--- src/rtl/vbc_pkg.sv ---
`timescale 1ns/1ps
// Shared types for the push-button volume offset controller.
package vbc_pkg;

    // Request passed from the press timer to the offset register.
    typedef enum logic [1:0] {
        EV_NONE   = 2'd0,
        EV_LOUDER = 2'd1,
        EV_SOFTER = 2'd2,
        EV_MUTE   = 2'd3
    } vbc_ev_e;

    // Press-timer state.
    typedef enum logic [1:0] {
        ST_IDLE = 2'd0,
        ST_QUAL = 2'd1,
        ST_HELD = 2'd2,
        ST_BOTH = 2'd3
    } vbc_st_e;

    // Which button a single press belongs to.
    typedef enum logic {
        BTN_UP = 1'b0,
        BTN_DN = 1'b1
    } vbc_btn_e;

endpackage

--- src/rtl/vbc_sync.sv ---
`timescale 1ns/1ps
// Multi-stage flop synchronizer for asynchronous level inputs.
// Assumes: the inputs are slow levels such as buttons, so per-bit
// synchronization is enough. Reset loads RST_VAL into every stage.
module vbc_sync #(
    parameter int          STAGES  = 2,
    parameter int          WIDTH   = 2,
    parameter logic [63:0] RST_VAL = '1
) (
    input  logic             clk,
    input  logic             rst_n,
    input  logic [WIDTH-1:0] din,
    output logic [WIDTH-1:0] dout
);

    logic [WIDTH-1:0] stage_q [STAGES];

    for (genvar g = 0; g < STAGES; g++) begin : g_stage
        if (g == 0) begin : g_first
            // First stage samples the asynchronous pins.
            always_ff @(posedge clk) begin
                if (!rst_n) stage_q[g] <= RST_VAL[WIDTH-1:0];
                else        stage_q[g] <= din;
            end
        end else begin : g_next
            // Later stages give metastability time to settle.
            always_ff @(posedge clk) begin
                if (!rst_n) stage_q[g] <= RST_VAL[WIDTH-1:0];
                else        stage_q[g] <= stage_q[g-1];
            end
        end
    end

    assign dout = stage_q[STAGES-1];

endmodule

--- src/rtl/vbc_press_fsm.sv ---
`timescale 1ns/1ps
// Press timer: qualifies single presses, paces auto-repeat and
// detects both-button presses. It emits at most one request per cycle.
// Assumes: synchronized active-high pressed levels, and a tick enable
// that is high for one cycle per millisecond. REPEAT_TICKS must be
// greater than QUAL_TICKS.
module vbc_press_fsm
    import vbc_pkg::*;
#(
    parameter int QUAL_TICKS   = 50,
    parameter int REPEAT_TICKS = 200
) (
    input  logic    clk,
    input  logic    rst_n,
    input  logic    tick,
    input  logic    up_on,
    input  logic    dn_on,
    output vbc_ev_e ev
);

    localparam int CNT_W = $clog2(REPEAT_TICKS + 1);
    localparam logic [CNT_W-1:0] QUAL_END = CNT_W'(QUAL_TICKS);
    localparam logic [CNT_W-1:0] REP_END  = CNT_W'(REPEAT_TICKS);

    vbc_st_e          st_q, st_d;
    vbc_btn_e         btn_q, btn_d;
    logic [CNT_W-1:0] cnt_q, cnt_d;
    logic [CNT_W-1:0] cnt_inc;
    logic             own_on;
    vbc_ev_e          step_ev;

    assign cnt_inc = cnt_q + CNT_W'(1);
    assign own_on  = (btn_q == BTN_UP) ? up_on : dn_on;
    assign step_ev = (btn_q == BTN_UP) ? EV_LOUDER : EV_SOFTER;

    // Next-state, counter and request decode.
    always_comb begin
        st_d  = st_q;
        btn_d = btn_q;
        cnt_d = cnt_q;
        ev    = EV_NONE;
        unique case (st_q)
            ST_IDLE: begin
                if (up_on || dn_on) begin
                    st_d  = ST_QUAL;
                    cnt_d = '0;
                    btn_d = up_on ? BTN_UP : BTN_DN;
                end
            end
            ST_QUAL: begin
                if (up_on && dn_on) begin
                    ev   = EV_MUTE;
                    st_d = ST_BOTH;
                end else if (!own_on) begin
                    st_d = ST_IDLE;
                end else if (tick) begin
                    cnt_d = cnt_inc;
                    if (cnt_inc == QUAL_END) begin
                        ev   = step_ev;
                        st_d = ST_HELD;
                    end
                end
            end
            ST_HELD: begin
                if (!own_on) begin
                    st_d = ST_IDLE;
                end else if (tick) begin
                    if (cnt_inc == REP_END) begin
                        ev    = step_ev;
                        cnt_d = '0;
                    end else begin
                        cnt_d = cnt_inc;
                    end
                end
            end
            ST_BOTH: begin
                if (!up_on && !dn_on) st_d = ST_IDLE;
            end
            default: st_d = ST_IDLE;
        endcase
    end

    // State registers.
    always_ff @(posedge clk) begin
        if (!rst_n) begin
            st_q  <= ST_IDLE;
            btn_q <= BTN_UP;
            cnt_q <= '0;
        end else begin
            st_q  <= st_d;
            btn_q <= btn_d;
            cnt_q <= cnt_d;
        end
    end

endmodule

--- src/rtl/vbc_offset_reg.sv ---
`timescale 1ns/1ps
// Offset and mute register. It applies the timer's requests with
// saturation at 0 and at the top code, and takes the software unmute.
// Assumes: at most one request per cycle. The software clear overrides
// any mute change in the same cycle.
module vbc_offset_reg
    import vbc_pkg::*;
#(
    parameter int OFS_W   = 5,
    parameter int OFS_RST = 0
) (
    input  logic             clk,
    input  logic             rst_n,
    input  vbc_ev_e          ev,
    input  logic             sw_unmute,
    output logic [OFS_W-1:0] offset,
    output logic             mute
);

    localparam logic [OFS_W-1:0] OFS_MAX = '1;

    logic [OFS_W-1:0] ofs_d;
    logic             mute_d;

    // Next offset and mute from the request.
    always_comb begin
        ofs_d  = offset;
        mute_d = mute;
        unique case (ev)
            EV_LOUDER: begin
                if (offset != '0) ofs_d = offset - OFS_W'(1);
                mute_d = 1'b0;
            end
            EV_SOFTER: begin
                if (offset != OFS_MAX) ofs_d = offset + OFS_W'(1);
                mute_d = 1'b0;
            end
            EV_MUTE: mute_d = !mute;
            default: ;
        endcase
        if (sw_unmute) mute_d = 1'b0;
    end

    // Offset and mute registers.
    always_ff @(posedge clk) begin
        if (!rst_n) begin
            offset <= OFS_W'(OFS_RST);
            mute   <= 1'b0;
        end else begin
            offset <= ofs_d;
            mute   <= mute_d;
        end
    end

endmodule

--- src/rtl/vbc_att_sum.sv ---
`timescale 1ns/1ps
// Saturating adder for master attenuation plus offset.
// Assumes: OFS_W <= ATT_W. A result that does not fit clips to all ones.
module vbc_att_sum #(
    parameter int ATT_W = 6,
    parameter int OFS_W = 5
) (
    input  logic [ATT_W-1:0] master,
    input  logic [OFS_W-1:0] offset,
    output logic [ATT_W-1:0] total
);

    localparam int PAD = ATT_W + 1 - OFS_W;

    logic [ATT_W:0] raw;

    // Widened add, then clip on carry out.
    always_comb begin
        raw   = {1'b0, master} + {{PAD{1'b0}}, offset};
        total = raw[ATT_W] ? '1 : raw[ATT_W-1:0];
    end

endmodule

--- src/rtl/vol_button_ctrl.sv ---
`timescale 1ns/1ps
// Push-button volume offset controller, top level.
// Synchronizes the two button pins, times the presses, keeps the
// offset and mute state and forms the saturated total attenuation.
// Assumes: tick_1ms is a one-cycle enable, and the buttons are active low.
module vol_button_ctrl
    import vbc_pkg::*;
#(
    parameter int OFS_W        = 5,
    parameter int ATT_W        = 6,
    parameter int SYNC_STAGES  = 2,
    parameter int QUAL_TICKS   = 50,
    parameter int REPEAT_TICKS = 200,
    parameter int OFS_RST      = 0
) (
    input  logic             clk,
    input  logic             rst_n,
    input  logic             tick_1ms,
    input  logic             vol_up_n,
    input  logic             vol_dn_n,
    input  logic             sw_unmute,
    input  logic [ATT_W-1:0] master_att,
    output logic [OFS_W-1:0] att_offset,
    output logic             mute,
    output logic [ATT_W-1:0] att_total
);

    logic [1:0] pins_sync;
    vbc_ev_e    ev;

    vbc_sync #(
        .STAGES (SYNC_STAGES),
        .WIDTH  (2),
        .RST_VAL('1)
    ) u_sync (
        .clk  (clk),
        .rst_n(rst_n),
        .din  ({vol_dn_n, vol_up_n}),
        .dout (pins_sync)
    );

    vbc_press_fsm #(
        .QUAL_TICKS  (QUAL_TICKS),
        .REPEAT_TICKS(REPEAT_TICKS)
    ) u_fsm (
        .clk  (clk),
        .rst_n(rst_n),
        .tick (tick_1ms),
        .up_on(!pins_sync[0]),
        .dn_on(!pins_sync[1]),
        .ev   (ev)
    );

    vbc_offset_reg #(
        .OFS_W  (OFS_W),
        .OFS_RST(OFS_RST)
    ) u_ofs (
        .clk      (clk),
        .rst_n    (rst_n),
        .ev       (ev),
        .sw_unmute(sw_unmute),
        .offset   (att_offset),
        .mute     (mute)
    );

    vbc_att_sum #(
        .ATT_W(ATT_W),
        .OFS_W(OFS_W)
    ) u_sum (
        .master(master_att),
        .offset(att_offset),
        .total (att_total)
    );

endmodule

--- config.mk ---
export PLATFORM = sky130hd
export DESIGN_NAME = vol_button_ctrl
export DESIGN_NICKNAME = d
export VERILOG_FILES = /design/src/rtl/vbc_pkg.sv /design/src/rtl/vbc_sync.sv /design/src/rtl/vbc_press_fsm.sv /design/src/rtl/vbc_offset_reg.sv /design/src/rtl/vbc_att_sum.sv /design/src/rtl/vol_button_ctrl.sv
export SDC_FILE = /design/constraint.sdc
export NUM_CORES = 1
export LEC_CHECK = 0
export BUFFER_PORTS_ARGS = -buffer_cell sky130_fd_sc_hd__buf_2
export CORE_ASPECT_RATIO = 1.1
export CORE_MARGIN = 8
export CORE_UTILIZATION = 35
export DETAILED_ROUTE_END_ITERATION = 10
export GPL_TIMING_DRIVEN = 1
export SYNTH_ARGS = -nofsm -noshare
export SYNTH_HDL_FRONTEND = slang
export SYNTH_SLANG_ARGS = --single-unit
--- constraint.sdc ---
create_clock -name clk -period 7.2 [get_ports clk]
set_input_delay 1.44 -clock clk [delete_from_list [all_inputs] [get_ports clk]]
set_output_delay 1.44 -clock clk [all_outputs]
set_load 0.02 [all_outputs]
* Word level (Yosys, flattened, before mapping) *
Memories as Yosys holds them, arrays and structs flattened.
Cells that the tools add are included.

word-level totals
  memories kept = 1
  output and inout bits = 12
  word-level logic and storage cells = 87
  bits in writable memories = 4
  input port bits = 12
  bits in registers = 17

memories
  name            depth  bits a word  read ports  clocked after Yosys merged registers in  wr ports  line            RTL
  u_sync.stage_q  2      2            2           0                                        2         vbc_sync.sv:16  logic [WIDTH-1:0] stage_q [STAGES];

operators by class
  reduce and logical (&&, ||, !) cells = 17
  muxes and demuxes = 36
  add/subtract/negate cells = 4
  bitwise gates (word level) = 3
  equality and inequality tests = 21

operators with widths
  cell                                                                     number
  8-bit 2-to-1 mux                                                         7
  2-bit 2-to-1 mux                                                         17
  8-bit one-hot mux with 3 select lines                                    1
  2-bit by 1-bit inequality test with 1-bit output, second input constant  6
  5-bit 2-to-1 mux                                                         2
  5-bit one-hot mux with 2 select lines                                    1
  8-bit by 1-bit adder with 8-bit output, second input constant            1
  2-bit == test, second input constant                                     4
  8-bit by 6-bit == test with 1-bit output, second input constant          1
  8-bit == test, second input constant                                     1
  2-bit inequality test, second input constant                             4
  4-bit inequality test, second input constant                             2
  2-bit one-hot mux with 4 select lines                                    1
  6-bit by 5-bit adder with 7-bit output                                   1
  7-bit AND reduction                                                      1
  6-bit 2-to-1 mux                                                         1
  5-bit by 1-bit adder with 5-bit output, second input constant            1
  5-bit inequality test, second input constant                             1
  5-bit AND reduction                                                      1
  5-bit nonzero test                                                       1
  5-bit by 1-bit subtractor with 5-bit output, second input constant       1
  2-bit by 1-bit == test with 1-bit output, second input constant          2
  1-bit 2-to-1 mux                                                         4
  2-bit one-hot mux with 2 select lines                                    1
  12 further kinds                                                         18

* Logic depth before layout (Yosys ltp) *
Gate-level depths: netlist of run 1.

  depth after elaboration = 10
  mapped depth = 17
  mapped depth without buffers = 17

* Hierarchy *
From an unflattened synthesis of run 1, not the netlist that was laid out.

second synthesis, totals
  cells, all modules = 219
  area, all modules = 1774.2 µm²

by module, submodules not included
  module           cells each  seq. area each (µm²)  times used  area each (µm²)
  vbc_press_fsm    129         220.2                 1           1017.2
  vbc_offset_reg   51          120.1                 1           412.9
  vbc_att_sum      29          0.0                   1           231.5
  vbc_sync         8           80.1                  1           105.1
  vol_button_ctrl  2           0.0                   1           7.5

* Worst setup path after synthesis of run 1 *
OpenSTA, ideal clock, no wires.

  path type = input-to-output
  start point = input port master_att[0]
  end point = output port att_total[2]
  required time = 5.760 ns
  buffers on the path = 0
  stages = 9
  path slack = 3.008 ns
  arrival time = 2.752 ns
  cell sequence = ha_1 > inv_1 > fa_1 > nor2b_1 > o21ai_1 > nand2b_1 > a21o_1 > nand2_1 > o21ai_0

on the way
  longest elaborated chain between the ends = 2

ends and longest elaborated chain
  what                                    line                   RTL
  start: declaration                      vol_button_ctrl.sv:22  input logic [ATT_W-1:0] master_att,
  6-bit by 5-bit adder with 7-bit output  vbc_att_sum.sv:19      raw = {1'b0, master} + {{PAD{1'b0}}, offset};
  6-bit 2-to-1 mux                        vbc_att_sum.sv:20      total = raw[ATT_W] ? '1 : raw[ATT_W-1:0];
  end: declaration                        vol_button_ctrl.sv:25  output logic [ATT_W-1:0] att_total

No other way between the ends.

* Worst setup path after layout of run 1 *
Ends and elaborated chain as after synthesis.

==> results.json, run 1 <==
{
  "crit_path_frequent_cell": "buf_2",
  "synth_top_cell_area_share_pct": 24.91,
  "nNetsFinal": 261,
  "cts_resized": 0,
  "worstPathMaxFanout": 5,
  "peakVddDrop_v": 0.00007358,
  "drv_slew": 0,
  "yosys-top-cells-area": "dfxtp_1, ha_1, nand2_1",
  "tritoncts": "built",
  "yosysTopAreaCell": "dfxtp_1",
  "syn-num-nets": 239,
  "ys.flop_type": "dfxtp_1",
  "netlist_top_cells_count": "dfxtp_1, ha_1, nand2_1",
  "setup_ws_ns": 2.815,
  "p_leak_uw": 0.0007873,
  "startpoint_type": "primary input",
  "io_buffers": 23,
  "die-area_sq_um": 7303,
  "cts-root-buf": "clkbuf_8",
  "hold_class": "reg2reg",
  "drtAntennaViolNets": 0,
  "final_hold_viol_count": 0,
  "required_ns": 5.76,
  "min_period_ns": 4.385,
  "design.core.area_sq_um": 4652,
  "path_cells": "buf_2 > ha_1 > inv_1 > fa_1 > nor2b_1 > o21ai_1 > nand2b_1 > a21o_1 > nand2_1 > o21ai_0 > buf_2",
  "rsz0062_at_grt": "false",
  "drtIter0Drc": 102,
  "grt_max_degree": 26,
  "synthCells": 206,
  "vias_per_cell": 5.138,
  "routedWlPerCell_microns": 12.19,
  "worstMarginPinSlew_ns": 0.6436,
  "io_pins": 24,
  "async_reset_ff_share_pct": 0,
  "ys_ff_latch": 21,
  "setup_tns_ns": 0,
  "totalWireLength_mm": 3.451,
  "clock_latency_ns": 0.26,
  "antenna_cells": 0,
  "ys_warn_count": 0,
  "synth.most_common_cell": "dfxtp_1",
  "antenna_found_initial": 0,
  "crit_type": "in2out",
  "synth-compound-area-share_pct": 20.46,
  "cp-end-kind": "output port",
  "seq_area_frac_synth_pct": 24.91,
  "p_per_area_nw_per_um2": 133.4,
  "clock_path_buffers": 2,
  "drt_pass1_iterations": 4,
  "rows": 26,
  "synth_enable_flop_cells": 0,
  "synth_xor_area_share_pct": 3.113,
  "gp_congestion": 0.7572,
  "timing.final.crit_share_pct": 60.91,
  "syn_area_sq_um": 1688,
  "worstHoldStart": "u_sync.stage_q[0][0]$_SDFF_PN1_",
  "timing.fmax_mhz": 228.0,
  "cts_hold_buf": 0,
  "outcome": "finished clean",
  "synthAdderAreaFrac_pct": 16.46,
  "worstSetupStartpoint": "master_att[0]",
  "post-route-drc-count": 0,
  "cp_slowest_cell": "fa_1",
  "cts_max_level": 1,
  "cts_setup_buffers": 0,
  "start_util_pct": 36.28,
  "drive_above_1_share_pct": 13.66,
  "clk_pin_slew_ns": 0.07,
  "synth_area_per_cell_sq_um": 8.194,
  "post-place-ws_ns": 2.647,
  "track_usage_pct": 10.09,
  "area_delta_synth_final_pct": 11.49,
  "fin_skew_ns": 0.004374,
  "cp_slowest_stage_delay_ns": 0.37,
  "synthSimpleGateAreaFrac_pct": 26.83,
  "vias": 1454,
  "setup_violations": 0,
  "grt_pass1_wl_mm": 6.009,
  "synth.area.mux_share_pct": 2.965,
  "die_y_microns": 88.84,
  "maxCapViolations": 0,
  "synth_cell_types": 49,
  "die_w_microns": 82.21,
  "gr-total-overflow": 0,
  "r2r-start": "u_fsm.cnt_q[0]$_SDFFE_PN0P_",
  "max_slew_margin_pct": 57.09,
  "synth_top_family_by_area": "simple AND/OR/NAND/NOR gates",
  "clock_sinks": 21,
  "crit_arrival_ns": 2.95,
  "grt_pass1_vias": 1338,
  "numCtsBuffers": 3,
  "place.detailed.hpwl_mm": 2.705
}
==> final cells by class <==
class,count,area (sq um)
sequential,21,420.4
tap,56,70.07
clock buffer,4,45.04
timing repair buffer,23,115.1
inverter,14,52.55
multi-input combinational,165,1179
fill,497,2770
==> flip-flops by register name, summed over array words and instances, names as in the netlist <==
signal,count
u_fsm.cnt_q,8
u_ofs.offset,5
u_sync.stage_q,4
u_fsm.st_q,2
u_fsm.btn_q,1
u_ofs.mute,1
==> metal layers <==
metal	vias up	global-route usage, %	part of all wire (%)
met3	2	2.744	4.9
met1	648	12.81	48
li1	781	-	-
met5	-	0	0
met2	23	15.82	46
met4	0	3.514	1.1
==> metrics by stage <==
stage | util, % | std cells | hold WS (ns) | instance area (sq um) | power (uW)
after floorplan | - | 206 | 0.3863 | 1688 | 165.7
after global placement | 39.48 | 279 | 0.3907 | 1837 | 176.3
after detailed placement | 39.48 | 279 | 0.3925 | 1837 | 176.7
after CTS | 40.45 | 283 | 0.4126 | 1882 | 257.0
after global routing | 40.45 | 283 | 0.4382 | 1882 | 271.1
final | 40.45 | 283 | 0.4079 | 1882 | 251.0
==> worst max-delay path, delay by kind of cell <==
| family | cells | cell delay, ns |
|---|---|---|
| buffers and inverters | 3 | 0.31 |
| AND/OR/NAND/NOR | 3 | 0.37 |
| adder cells (fa/ha/maj) | 2 | 0.52 |
| AO/OA/AOI/OAI | 3 | 0.29 |
==> worst paths after layout <==
check                                          to  slack [ns]  cells past startpoint
setup reg to reg     u_ofs.offset[4]$_SDFFE_PN0P_        3.48                     16
setup / recovery                     att_total[2]        2.81                     11
hold / removal    u_sync.stage_q[1][0]$_SDFF_PN1_        0.41                      1
hold reg to reg   u_sync.stage_q[1][0]$_SDFF_PN1_        0.41                      1
==> logic make-up after synthesis <==
kind of cell / Yosys count
AND/OR/NAND/NOR: 81
AO/OA/AOI/OAI: 52
adder cells (fa/ha/maj): 21
flip-flops: 21
buffers and inverters: 20
XOR/XNOR: 6
multiplexers: 5
==> power breakdown <==
| group | switching [uW] | internal (uW) | total, uW |
|---|---|---|---|
| registers | 3.88 | 119 | 123 |
| logic | 30.3 | 19.7 | 50.0 |
| clock network | 38.2 | 39.5 | 77.7 |
==> placed cells by master, fill, tap and decap left out, drive strengths merged, types with 3 or more instances in the layout <==
cell and count:
o21ai 14, nand3b 3, nor3 4, nand2 16
and2 7, ha 19, a21oi 11, xor2 4
nand2b 8, inv 14, or2 3, dfxtp 21
mux2i 5, clkbuf 4, nor2 8, nor3b 4
nand4 3, nand3 6, a21o 3, or3 4
nor2b 8, buf 23, a21boi 4
Note: power is estimated with default switching activity, not from simulation.
==> run 2, diff against run 1 <==
==> constraint.sdc (replaced) <==
create_clock -name clk -period 3.6 [get_ports clk]
set_input_delay 0.72 -clock clk [delete_from_list [all_inputs] [get_ports clk]]
set_output_delay 0.72 -clock clk [all_outputs]
set_load 0.02 [all_outputs]
==> run 2 against run 1 <==
Net effect:
- clock power is 98% higher
- sequential power grew 100%
- critical path type is now reg2reg
- global-route usage is 0.074 points lower
- die area did not move
- critical endpoint is now u_ofs.offset[4]$_SDFFE_PN0P_
- sequential cell count did not move
- count of clock-buffer cells in the layout fell by 1
- cell count rose by 1.8%
- non-clock buffer count increased by 5
==> results.json, run 2 (synthesis gave the netlist of run 1 again) <==
{
  "outcome": "finished clean",
  "design.core.area_sq_um": 4652,
  "endpoint": "u_ofs.offset[4]$_SDFFE_PN0P_",
  "crit_type": "reg2reg",
  "clock_path_buffers": 2,
  "worstPathMaxFanout": 6,
  "grt_pass1_wl_mm": 6.030,
  "die_w_microns": 82.21,
  "fin_skew_ns": 0.004859,
  "p_leak_uw": 0.0008115,
  "cp_slowest_cell": "or3b_1",
  "gr-total-overflow": 0,
  "r2r-start": "u_fsm.cnt_q[1]$_SDFFE_PN0P_",
  "path_delay_family": "simple AND/OR/NAND/NOR gates",
  "grt_max_degree": 26,
  "maxCapViolations": 0,
  "cp-end-kind": "register",
  "clk_pin_slew_ns": 0.08,
  "final_cell_mix": "buf_2, dfxtp_1, ha_1",
  "io_pins": 24,
  "p_per_area_nw_per_um2": 257.4,
  "reg_top3": "u_fsm.cnt_q x8, u_ofs.offset x5, u_sync.stage_q x4",
  "start_util_pct": 36.28,
  "r2r_slack_ns": 0.28,
  "antenna_cells": 0,
  "drt_pass1_iterations": 4,
  "rows": 26,
  "gp_congestion": 0.7730,
  "timing.final.crit_share_pct": 92.21,
  "track_usage_pct": 10.02,
  "top_register": "u_fsm.cnt_q",
  "setup_violations": 0,
  "worstMarginPinSlew_ns": 0.5285,
  "peakVddDrop_v": 0.0001472,
  "path_buf_inv": 2,
  "final_util_pct": 41.93,
  "totalWireLength_mm": 3.491,
  "numCtsBuffers": 3,
  "drv_slew": 0,
  "hold_class": "reg2reg",
  "final_common_cell": "buf_2",
  "finalInstanceArea_sq_um": 1951,
  "crit_arrival_ns": 3.48,
  "cts_max_level": 1,
  "grt_pass1_vias": 1394,
  "tritoncts": "built",
  "rr_endpoint": "u_ofs.offset[4]$_SDFFE_PN0P_",
  "cts_setup_buffers": 0,
  "drtIter0Drc": 110,
  "clock_sinks": 21,
  "max_slew_margin_pct": 64.69,
  "cts_hold_buf": 0,
  "clock_latency_ns": 0.26,
  "vias_per_cell": 5.222,
  "detailed_place.area_sq_um": 1874,
  "drtAntennaViolNets": 0,
  "worstHoldStart": "u_sync.stage_q[0][0]$_SDFF_PN1_",
  "routedWlPerCell_microns": 12.12,
  "n_fill_cell": 487,
  "path_cells": "inv_1 > ha_1 > nand3b_1 > or3b_1 > o32ai_2 > a31oi_1 > nor2b_1 > nor2_1 > ha_1 > inv_1 > ha_1 > nor2b_1 > o21a_1 > or3_1 > a21oi_2 > xor2_1 > and2_1",
  "cp_num_cells": 17,
  "largest_register_ffs": 8,
  "timing.fmax_mhz": 301.2,
  "io_buffers": 23,
  "cts-root-buf": "clkbuf_8",
  "cp_slowest_stage_delay_ns": 0.37,
  "area_delta_synth_final_pct": 15.57,
  "final_hold_viol_count": 0,
  "die-area_sq_um": 7303,
  "worstSetupStartpoint": "u_fsm.cnt_q[1]$_SDFFE_PN0P_",
  "die_y_microns": 88.84,
  "nNetsFinal": 266,
  "crit_path_frequent_cell": "ha_1",
  "startpoint_type": "register",
  "drive_above_1_share_pct": 18.10,
  "vias": 1504,
  "r2r_cells": 17,
  "post-route-drc-count": 0,
  "min_period_ns": 3.320,
  "place.detailed.hpwl_mm": 2.693,
  "required_ns": 3.76,
  "antenna_found_initial": 0
}
run 2: cell count changes in the layout (fill, tap and decap cells not counted), sizes merged:
cell	change
clkinv	+1
buf	+5
clkbuf	-1
run 2: area by class of cell:
type,count,area [sq um],area share (%)
multi-input combinational,165,1204,61.71
sequential,21,425.4,21.81
timing repair buffer,28,152.6,7.826
tap,56,70.07,3.592
inverter,14,52.55,2.694
clock buffer,3,41.29,2.117
clock inverter,1,5.005,0.2566
run 2: how the worst min path moves through the flow:
| stage | endpoint | slack (ns) | depth (start not counted) |
|---|---|---|---|
| 6_report | u_sync.stage_q[1][0]$_SDFF_PN1_ | 0.41 | 1 |
| 5_1_grt | u_sync.stage_q[1][1]$_SDFF_PN1_ | 0.43 | 1 |
| 4_1_cts | u_sync.stage_q[1][0]$_SDFF_PN1_ | 0.42 | 1 |
| 3_5_place_dp | u_sync.stage_q[1][0]$_SDFF_PN1_ | 0.40 | 1 |
| 3_3_place_gp | u_sync.stage_q[1][0]$_SDFF_PN1_ | 0.39 | 1 |
| 2_1_floorplan | u_sync.stage_q[1][0]$_SDFF_PN1_ | 0.39 | 1 |
run 2: layer usage:
metal | vias up | track usage, % | part of all wire (%)
met2 | 25 | 17.18 | 46
met3 | 4 | 1.728 | 4.8
met4 | 0 | 3.834 | 1.2
met1 | 685 | 11.96 | 48
li1 | 790 | - | -
met5 | - | 0 | 0
run 2: report_power, final:
group,switching (uW),internal [uW],total [uW]
sequential,8.50,238,247
combinational,60.6,40.3,101
clock,77.1,77.1,154
run 2: through the flow:
stage               power (uW)  hold slack (ns)  setup slack [ns]  std cells  setup TNS, ns
floorplan                331.3           0.3863            0.2010        206              0
global placement         352.8           0.3890           0.06773        284              0
CTS                      509.4           0.4181           0.06819        288              0
finish                   502.0           0.4120            0.2805        288              0
global route             531.1           0.4348         -0.004908        288      -0.004908
detailed placement       353.2           0.3964         -0.005951        284      -0.005951
run 2: what timing repair did:
| item | CTS | global route |
|---|---|---|
| endpoints found under the setup margin | 0 | 2 |
| hold endpoints to repair | 0 | 0 |
| gates resized for setup | 0 | 8 |
==> run 3, diff against run 2 <==
--- a/config.mk
+++ b/config.mk
@@ -5,12 +5,13 @@
 export SDC_FILE = /design/constraint.sdc
 export NUM_CORES = 1
 export LEC_CHECK = 0
-export BUFFER_PORTS_ARGS = -buffer_cell sky130_fd_sc_hd__buf_2
 export CORE_ASPECT_RATIO = 1.1
 export CORE_MARGIN = 8
 export CORE_UTILIZATION = 35
 export DETAILED_ROUTE_END_ITERATION = 10
+export DONT_BUFFER_PORTS = 1
 export GPL_TIMING_DRIVEN = 1
+export PLACE_DENSITY = 0.48
 export SYNTH_ARGS = -nofsm -noshare
 export SYNTH_HDL_FRONTEND = slang
 export SYNTH_SLANG_ARGS = --single-unit
==> constraint.sdc (replaced) <==
create_clock -name clk -period 3.6 [get_ports clk]
set_input_delay 0 -clock clk [delete_from_list [all_inputs] [get_ports clk]]
set_output_delay 0 -clock clk [all_outputs]
set_load 0.02 [all_outputs]
==> run 3 against run 2 <==
Net effect:
- sequential power hardly changed
- clock skew fell by 0.0019 ns
- sequential cell count did not move
- critical path type unchanged
==> results.json, run 3 (synthesis gave the netlist of run 1 again) <==
{
  "place.detailed.hpwl_mm": 2.907,
  "cp_slowest_cell": "or3b_4",
  "crit_type": "reg2reg",
  "min_period_ns": 3.373,
  "rsz0062_at_grt": "false",
  "cp-end-kind": "register",
  "drtAntennaViolNets": 0,
  "cts_max_level": 1,
  "setup_violations": 0,
  "start_util_pct": 36.28,
  "timing.fmax_mhz": 296.4,
  "grt_pass1_vias": 1450,
  "design.core.area_sq_um": 4652,
  "die_y_microns": 88.84,
  "n_fill_cell": 494,
  "antenna_found_initial": 0,
  "setup_ws_ns": 0.2267,
  "routedWlPerCell_microns": 14.81,
  "final_common_cell": "dfxtp_1",
  "required_ns": 3.76,
  "peakVddDrop_v": 0.0002340,
  "gr-total-overflow": 0,
  "maxCapViolations": 0,
  "cp_slowest_stage_delay_ns": 0.41,
  "antenna_cells": 0,
  "path_cells": "inv_1 > ha_1 > nand3b_1 > or3b_4 > o32ai_4 > a31oi_2 > nor2b_1 > nor2_1 > ha_2 > inv_1 > ha_1 > nor2b_1 > o21a_1 > or3_1 > a21oi_2 > xor2_1 > and2_1",
  "track_usage_pct": 11.48,
  "rows": 26,
  "io_buffers": 0,
  "fin_skew_ns": 0.002913,
  "io_pins": 24,
  "drtIter0Drc": 48,
  "cts-root-buf": "clkbuf_8",
  "timing.final.crit_share_pct": 93.70,
  "worstPathMaxFanout": 6,
  "grt_pass1_wl_mm": 6.699,
  "startpoint_type": "register",
  "p_leak_uw": 0.0007336,
  "drive_above_1_share_pct": 12.21,
  "totalWireLength_mm": 3.983,
  "path_buf_inv": 2,
  "tritoncts": "built",
  "reg_top3": "u_fsm.cnt_q x8, u_ofs.offset x5, u_sync.stage_q x4",
  "clock_latency_ns": 0.26,
  "r2r_slack_ns": 0.23,
  "die-area_sq_um": 7303,
  "die_w_microns": 82.21,
  "numCtsBuffers": 3,
  "drt_pass1_iterations": 4,
  "p_per_area_nw_per_um2": 261.4,
  "post-place-ws_ns": 0.04479,
  "drv_slew": 0,
  "path_delay_family": "simple AND/OR/NAND/NOR gates",
  "final_cell_mix": "dfxtp_1, ha_1, nand2_1",
  "largest_register_ffs": 8,
  "post-route-drc-count": 0,
  "area_delta_synth_final_pct": 13.79,
  "grt_max_degree": 23,
  "vias": 1469,
  "crit_arrival_ns": 3.53,
  "nNetsFinal": 247,
  "outcome": "finished clean",
  "top_register": "u_fsm.cnt_q",
  "worstMarginPinSlew_ns": 0.7545,
  "hold_class": "in2reg",
  "vias_per_cell": 5.461,
  "gp_congestion": 0.7641,
  "clock_sinks": 21,
  "setup_tns_ns": 0,
  "clock_path_buffers": 2,
  "clk_pin_slew_ns": 0.08,
  "final_hold_viol_count": 0,
  "max_slew_margin_pct": 49.53
}
-- run 3: area by class of cell --
cell class	count	area (sq um)	area share, %
clock buffers	3	41.29	2.150
clock inverters	1	5.005	0.2606
inverters	14	52.55	2.736
multi-input cells	165	1245	64.82
flip-flops and latches	21	426.7	22.21
well taps	56	70.07	3.648
repair buffers	9	80.08	4.169
-- run 3: tightest hold or removal path, delay by kind of cell --
| family | cells | cell delay, ns |
|---|---|---|
| AND/OR/NAND/NOR | 2 | 0.10 |
| AO/OA/AOI/OAI | 2 | 0.19 |
-- run 3: worst paths after layout --
kind | to | startpoint | cells after the start
hold reg to reg | u_sync.stage_q[1][0]$_SDFF_PN1_ | u_sync.stage_q[0][0]$_SDFF_PN1_ | 1
setup / recovery | u_ofs.offset[4]$_SDFFE_PN0P_ | u_fsm.cnt_q[1]$_SDFFE_PN0P_ | 17
setup reg to reg | u_ofs.offset[4]$_SDFFE_PN0P_ | u_fsm.cnt_q[1]$_SDFFE_PN0P_ | 17
hold / removal | u_fsm.cnt_q[5]$_SDFFE_PN0P_ | rst_n | 4
-- run 3: metal layers --
metal | global-route usage, % | wire (microns) | part of all wire, %
met5 | 0 | 0 | 0
met3 | 3.354 | 223 | 5.6
met1 | 13.69 | 1770 | 44
met2 | 19.67 | 1967 | 49
met4 | 2.236 | 23 | 0.58
-- run 3: what timing repair did --
item                                    in CTS  in global routing
endpoints found under the hold margin       21                  0
endpoints found under the setup margin       0                  3
hold buffers                                 5                  0
gates resized for setup                      0                 17
setup buffers                                0                  2
-- run 3: power breakdown --
part           internal (uW)  switching, uW  total, uW  leakage (uW)
Combinational           36.3           59.7       96.1      0.000536
Sequential               238           8.07        246      0.000172
Clock                   77.2           82.2        159     0.0000255
-- run 3: per-stage QoR --
stage / std cells / cell area (sq um) / power (uW) / hold slack, ns / util (%)
after CTS: 267 / 1833 / 508.6 / 0.04270 / 39.40
after floorplan: 206 / 1688 / 331.3 / 0.07615 / -
after detailed placement: 258 / 1737 / 340.8 / 0.08081 / 37.33
after global placement: 258 / 1737 / 338.5 / 0.07713 / 37.33
final: 269 / 1921 / 502.0 / 0.07062 / 41.29
after global routing: 269 / 1921 / 529.4 / 0.1232 / 41.29
